File: src/rtl/pm_pkg.sv
package pm_pkg;
    localparam int XLEN       = 64;
    localparam int IW         = 32;
    localparam int VEC_W      = 16;
    localparam int CAUSE_W    = 4;
    localparam int KIND_N     = 4;
    localparam int KIND_W     = $clog2(KIND_N);
    localparam int SEL_W      = 5;

    localparam logic [5:0]    PRIMARY_OP = 6'h13;
    localparam logic [4:0]    SUB_OP     = 5'h12;
    localparam logic [SEL_W-1:0] SEL_BASE = 5'h0C;
    localparam logic [IW-1:0] RSV_MASK   = 32'h03FF_F801;

    // big-endian positions converted to little-endian indices
    localparam int WAKE_BIT  = XLEN - 1 - 47;
    localparam int CAUSE_LSB = XLEN - 1 - 45;

    localparam logic [VEC_W-1:0] RESET_VEC = 16'h0100;

    typedef enum logic [3:0] {
        EXC_RESET    = 4'd0,
        EXC_MCHECK   = 4'd1,
        EXC_EXTERNAL = 4'd2,
        EXC_DECR     = 4'd3,
        EXC_DBELL    = 4'd4,
        EXC_HV_DBELL = 4'd5,
        EXC_HV_MAINT = 4'd6,
        EXC_PROGRAM  = 4'd7
    } exc_id_e;

    typedef struct packed {
        logic              halted;
        logic [KIND_W-1:0] kind;
        logic              ee_force;
        logic              fault_priv;
        logic              fault_ill;
        logic              res_valid;
        logic [VEC_W-1:0]  res_vec;
        logic [XLEN-1:0]   res_srr1;
        logic              wake_err;
    } pm_state_t;
endpackage

File: src/rtl/pm_decode.sv
module pm_decode
    import pm_pkg::*;
(
    input  logic [IW-1:0]     insn,
    output logic              is_pm,
    output logic              rsv_bad,
    output logic [KIND_W-1:0] kind
);
    logic              base_ok;
    logic [KIND_N-1:0] hit;

    assign base_ok = (insn[31:26] == PRIMARY_OP) && (insn[5:1] == SUB_OP);

    for (genvar k = 0; k < KIND_N; k++) begin : g_sel
        assign hit[k] = base_ok && (insn[10:6] == SEL_W'(int'(SEL_BASE) + k));
    end

    always_comb begin
        kind = '0;
        for (int k = 0; k < KIND_N; k++) begin
            if (hit[k]) kind = KIND_W'(k);
        end
    end

    assign is_pm   = |hit;
    assign rsv_bad = |(insn & RSV_MASK);
endmodule

File: src/rtl/pm_wake_map.sv
module pm_wake_map
    import pm_pkg::*;
(
    input  logic [3:0]         exc_id,
    output logic [VEC_W-1:0]   own_vec,
    output logic [CAUSE_W-1:0] cause,
    output logic               is_mcheck,
    output logic               supported
);
    always_comb begin
        own_vec   = '0;
        cause     = '0;
        supported = 1'b1;
        is_mcheck = 1'b0;
        case (exc_id)
            EXC_RESET:    begin own_vec = 16'h0100; cause = 4'h4; end
            EXC_MCHECK:   begin own_vec = 16'h0200; is_mcheck = 1'b1; end
            EXC_EXTERNAL: begin own_vec = 16'h0500; cause = 4'h8; end
            EXC_DECR:     begin own_vec = 16'h0900; cause = 4'h6; end
            EXC_DBELL:    begin own_vec = 16'h0A00; cause = 4'h5; end
            EXC_HV_DBELL: begin own_vec = 16'h0E80; cause = 4'h3; end
            EXC_HV_MAINT: begin own_vec = 16'h0EA0; cause = 4'hA; end
            EXC_PROGRAM:  begin own_vec = 16'h0700; supported = 1'b0; end
            default:      begin supported = 1'b0; end
        endcase
    end
endmodule

File: src/rtl/pwrsave_ctrl.sv
module pwrsave_ctrl
    import pm_pkg::*;
(
    input  logic              clk,
    input  logic              rst_n,
    input  logic              insn_valid,
    input  logic [31:0]       insn_word,
    input  logic              hv_mode,
    input  logic              exc_valid,
    input  logic [3:0]        exc_id,
    input  logic [63:0]       msr_in,
    output logic              halted,
    output logic              fetch_en,
    output logic [1:0]        pm_kind,
    output logic              ee_force,
    output logic              fault_priv,
    output logic              fault_illegal,
    output logic              res_valid,
    output logic [15:0]       res_vector,
    output logic [63:0]       res_srr1,
    output logic              wake_err
);
    pm_state_t st_d, st_q;

    logic              dec_is_pm;
    logic              dec_rsv_bad;
    logic [KIND_W-1:0] dec_kind;
    logic [VEC_W-1:0]  map_vec;
    logic [CAUSE_W-1:0] map_cause;
    logic              map_mcheck;
    logic              map_supported;

    pm_decode u_decode (
        .insn    (insn_word),
        .is_pm   (dec_is_pm),
        .rsv_bad (dec_rsv_bad),
        .kind    (dec_kind)
    );

    pm_wake_map u_map (
        .exc_id    (exc_id),
        .own_vec   (map_vec),
        .cause     (map_cause),
        .is_mcheck (map_mcheck),
        .supported (map_supported)
    );

    always_comb begin
        st_d            = st_q;
        st_d.ee_force   = 1'b0;
        st_d.fault_priv = 1'b0;
        st_d.fault_ill  = 1'b0;
        st_d.res_valid  = 1'b0;
        st_d.wake_err   = 1'b0;
        if (exc_valid) begin
            st_d.res_valid = 1'b1;
            if (st_q.halted) begin
                st_d.halted   = 1'b0;
                st_d.res_srr1 = msr_in | (XLEN'(1) << WAKE_BIT);
                if (map_mcheck) begin
                    st_d.res_vec = map_vec;
                end else if (map_supported) begin
                    st_d.res_vec  = RESET_VEC;
                    st_d.res_srr1 = st_d.res_srr1 | (XLEN'(map_cause) << CAUSE_LSB);
                end else begin
                    st_d.res_vec  = RESET_VEC;
                    st_d.wake_err = 1'b1;
                end
            end else begin
                st_d.res_vec  = map_vec;
                st_d.res_srr1 = msr_in;
            end
        end else if (insn_valid && !st_q.halted && dec_is_pm) begin
            if (dec_rsv_bad) begin
                st_d.fault_ill = 1'b1;
            end else if (!hv_mode) begin
                st_d.fault_priv = 1'b1;
            end else begin
                st_d.halted   = 1'b1;
                st_d.kind     = dec_kind;
                st_d.ee_force = 1'b1;
            end
        end
    end

    always_ff @(posedge clk) begin
        if (!rst_n) st_q <= '0;
        else        st_q <= st_d;
    end

    assign halted        = st_q.halted;
    assign fetch_en      = !st_q.halted;
    assign pm_kind       = st_q.kind;
    assign ee_force      = st_q.ee_force;
    assign fault_priv    = st_q.fault_priv;
    assign fault_illegal = st_q.fault_ill;
    assign res_valid     = st_q.res_valid;
    assign res_vector    = st_q.res_vec;
    assign res_srr1      = st_q.res_srr1;
    assign wake_err      = st_q.wake_err;
endmodule

File: config.mk
export PLATFORM = sky130hd
export DESIGN_NAME = pwrsave_ctrl
export DESIGN_NICKNAME = d
export VERILOG_FILES = /design/src/rtl/pm_pkg.sv /design/src/rtl/pm_decode.sv /design/src/rtl/pm_wake_map.sv /design/src/rtl/pwrsave_ctrl.sv
export SDC_FILE = /design/constraint.sdc
export NUM_CORES = 1
export LEC_CHECK = 0
export BUFFER_PORTS_ARGS = -buffer_cell sky130_fd_sc_hd__buf_4
export CAP_MARGIN = 10
export CELL_PAD_IN_SITES_DETAIL_PLACEMENT = 0
export CELL_PAD_IN_SITES_GLOBAL_PLACEMENT = 1
export CORE_ASPECT_RATIO = 1.1
export CORE_MARGIN = 8
export CORE_UTILIZATION = 27
export CTS_BUF_LIST = sky130_fd_sc_hd__clkbuf_4 sky130_fd_sc_hd__clkbuf_8
export CTS_CLUSTER_SIZE = 30
export DETAILED_ROUTE_END_ITERATION = 7
export HOLD_SLACK_MARGIN = 0.12
export PLACE_DENSITY = 0.72
export SLEW_MARGIN = 0
export SYNTH_ARGS = -nofsm -noshare
export SYNTH_HDL_FRONTEND = slang
export SYNTH_HIERARCHICAL = 1
export SYNTH_SLANG_ARGS = --single-unit
export TNS_END_PERCENT = 20
File: constraint.sdc
create_clock -name clk -period 5.5 [get_ports clk]
set_clock_uncertainty 0.2 [all_clocks]
set_input_delay 0.275 -clock clk [delete_from_list [all_inputs] [get_ports clk]]
set_output_delay 0.275 -clock clk [all_outputs]
set_load 0.02 [all_outputs]
==> flow_summary.ini <==
[status]
status = complete, no violations

[synth]
synth.avg_cell_area_sq_um = 10.9
synth-seq-area-share_pct = 49.0
syn_area_sq_um = 3590
postSynth.asyncResetShare_pct = 0
synth_area_leaders = dfxtp_1 (49%), mux2i_1 (17%), nor2b_1 (10%)
synth.top_cell.area_share_pct = 49.0
synth_seq_cells = 88
synth_edf_count = 0
yosysTopAreaCell = dfxtp_1
ys.flop_type = dfxtp_1
synth_cells = 330
ys_types = 36
yosysWarnings = 6

[floorplan]
io_pins = 194
die_area_sq_um = 17300
start_util_pct = 27.4
core_area_sq_um = 13100
rows = 44
die_w_um = 126
fp.dieH_um = 137

[pwr]
p_leak_nw = 2.85
ir_worst_vdd_mv = 0.0974
total_power_w = 0.00144
powerDensity_nw_per_um2 = 239

[sta]
slew_headroom_pct = 22.1
report.final.slew_viol_count = 0
tightest_slew_ns = 1.17
finalCriticalPeriod_ns = 2.68
finalSetupViolations = 0
fin_tns_setup_ns = 0
max_clock_freq_mhz = 373
setup_slack_ns = 2.82
hold_viol = 0
rsz0062_at_grt = no
post-route-period-util_pct = 48.8

[setup_path]
reg2regPathDepth = 4
rrSetupSlack_ns = 3.52
crit_end = fault_priv
regToRegStartpoint = halted
setup.worst_path.start = rst_n
critical_path_class = input pin to register
cp.required_ns = 5.60
critPathLaunchType = input pin
worstSetupEndpointType = register
crit_arrival_ns = 2.78
crit_fanout = 71
r2r-end = res_srr1[21]

[worst_hold_path]
hp-class = input pin to register
hold_depth = 3

[clock_network]
cts_buffer_depth = 2
ctsResizeCount = 0
htreeDepth = 3
cts.sinks = 88
cts_root_buf = clkbuf_8
cts_tree = done
insertion_delay_ns = 0.35
cts_inserted_buffers = 9
path_clk_slew_ns = 0.08

[final_layout]
antenna_cells = 0
final_core_util_pct = 46.1
drive_gt1_share_pct = 37.0
area_delta_synth_final_pct = 68.2
nets = 694

[routing]
drtIter0Drc = 77
viasPerCell = 4.31
ant_nets = 0
drc = 0
first_pass_iters = 4
wl_per_cell_um = 15.4
drt-total-wl_mm = 11.6
num_vias = 3253

[place]
dpl.hpwl_mm = 7.99
post-place-ws_ns = 2.96
io_buffers = 193
finalWeightedCongestion = 0.812

[global_routing]
antenna_found_initial = 0
grt_max_degree = 72
grt_pass1_wl_mm = 18.3
gr-total-overflow = 0
grt_pass1_vias = 3543
grt.total_usage_pct = 13.3

[job]
drv_cap = 0
[critical path, stage by stage]
cell and delay (ns):
buf_4 0.46, nor2b_1 0.98, nand4_1 0.27, nor3_1 0.19, dlygate4sd3_1 0.56
[area by class of cell]
type	instances	area, sq um
inverter	5	18.8
sequential	88	1760
fill	1243	7060
clock inverter	4	53.8
timing repair buffer	272	2240
multi-input combinational	213	1630
tap	161	201
clock buffer	12	146
[state kept, by name (all words and copies together) (netlist names)]
name           count
ee_force           1
fault_illegal      1
fault_priv         1
halted             1
pm_kind            2
res_srr1          64
res_valid          1
res_vector        16
wake_err           1
[placed cells by master (no fill, tap or decap), types with 3 or more instances in the layout]
cell type / Yosys / layout
a21oi_1: 8 / 8
a22o_1: 19 / 19
buf_4: 13 / 194
clkbuf_4: 0 / 3
clkbuf_8: 0 / 9
conb_1: 1 / 10
dfxtp_1: 88 / 88
dlygate4sd3_1: 0 / 78
inv_1: 5 / 5
mux2_1: 4 / 4
mux2i_1: 61 / 61
nand2_1: 7 / 7
nor2_1: 9 / 9
nor2b_1: 60 / 60
nor4_1: 7 / 7
[power by group]
group,switching (W),internal [W],leakage (nW)
clock network,0.000231,0.000227,0.0975
logic,0.000130,0.000168,2.02
registers,0.0000184,0.000671,0.725
total,0.000378,0.00107,2.85
[routing by layer]
| metal | GRT usage [%] | vias to the layer above | wire [um] |
|---|---|---|---|
| met5 | 0 | - | 0 |
| met1 | 14.8 | 1471 | 4790 |
| met3 | 5.18 | 20 | 944 |
| li1 | - | 1632 | - |
| met2 | 22.1 | 130 | 5630 |
| met4 | 6.29 | 0 | 257 |
[stage by stage]
stage                     instances  hold slack [ns]  area (sq um)
after CTS                       755            0.126          6040
after floorplan                 339            0.154          3630
after global routing            755            0.148          6040
after detailed placement        661            0.262          5060
final                           755            0.154          6040
after global placement          661            0.253          5060
[cell families (layout without fill, tap and decap cells)]
group                  count (synthesis)  count (layout)  synth area share, %
AND/OR/NAND/NOR                      103             103                 18.4
flip-flops                            88              88                 49.0
multiplexers                          65              65                 18.2
buffers and inverters                 38             293                 6.68
AO/OA/AOI/OAI                         34              34                 7.31
other                                  1              10                0.104
XOR/XNOR                               1               1                0.244
[Yosys cell counts (2+ instances only)]
| cell | n |
|---|---|
| a21oi_1 | 8 |
| nand2b_4 | 2 |
| inv_1 | 5 |
| nor2_1 | 9 |
| nand4b_1 | 2 |
| buf_6 | 5 |
| o21ai_0 | 2 |
| nor3_1 | 2 |
| nand2b_1 | 2 |
| nor4_1 | 7 |
| or3b_2 | 2 |
| nand4_1 | 2 |
| buf_4 | 13 |
| nor2b_1 | 60 |
| buf_2 | 9 |
| nand2_1 | 7 |
| dfxtp_1 | 88 |
| mux2_1 | 4 |
| clkbuf_1 | 6 |
| mux2i_1 | 61 |
| a22o_1 | 19 |
[how the worst min path moves through the flow]
| stage | start | endpoint |
|---|---|---|
| global route | exc_valid | wake_err |
| finish | exc_valid | wake_err |
| global placement | pm_kind[1] | pm_kind[1] |
| CTS | exc_valid | wake_err |
| floorplan | hv_mode | fault_priv |
| detailed placement | hv_mode | fault_priv |
[repair_timing]
| item | in CTS | in global routing |
|---|---|---|
| buffers inserted | 0 | 0 |
| hold endpoints to repair | 72 | 0 |
| setup endpoints to repair | 0 | 0 |
| hold buffers | 78 | 0 |
Note: power is estimated with default switching activity, not from simulation.
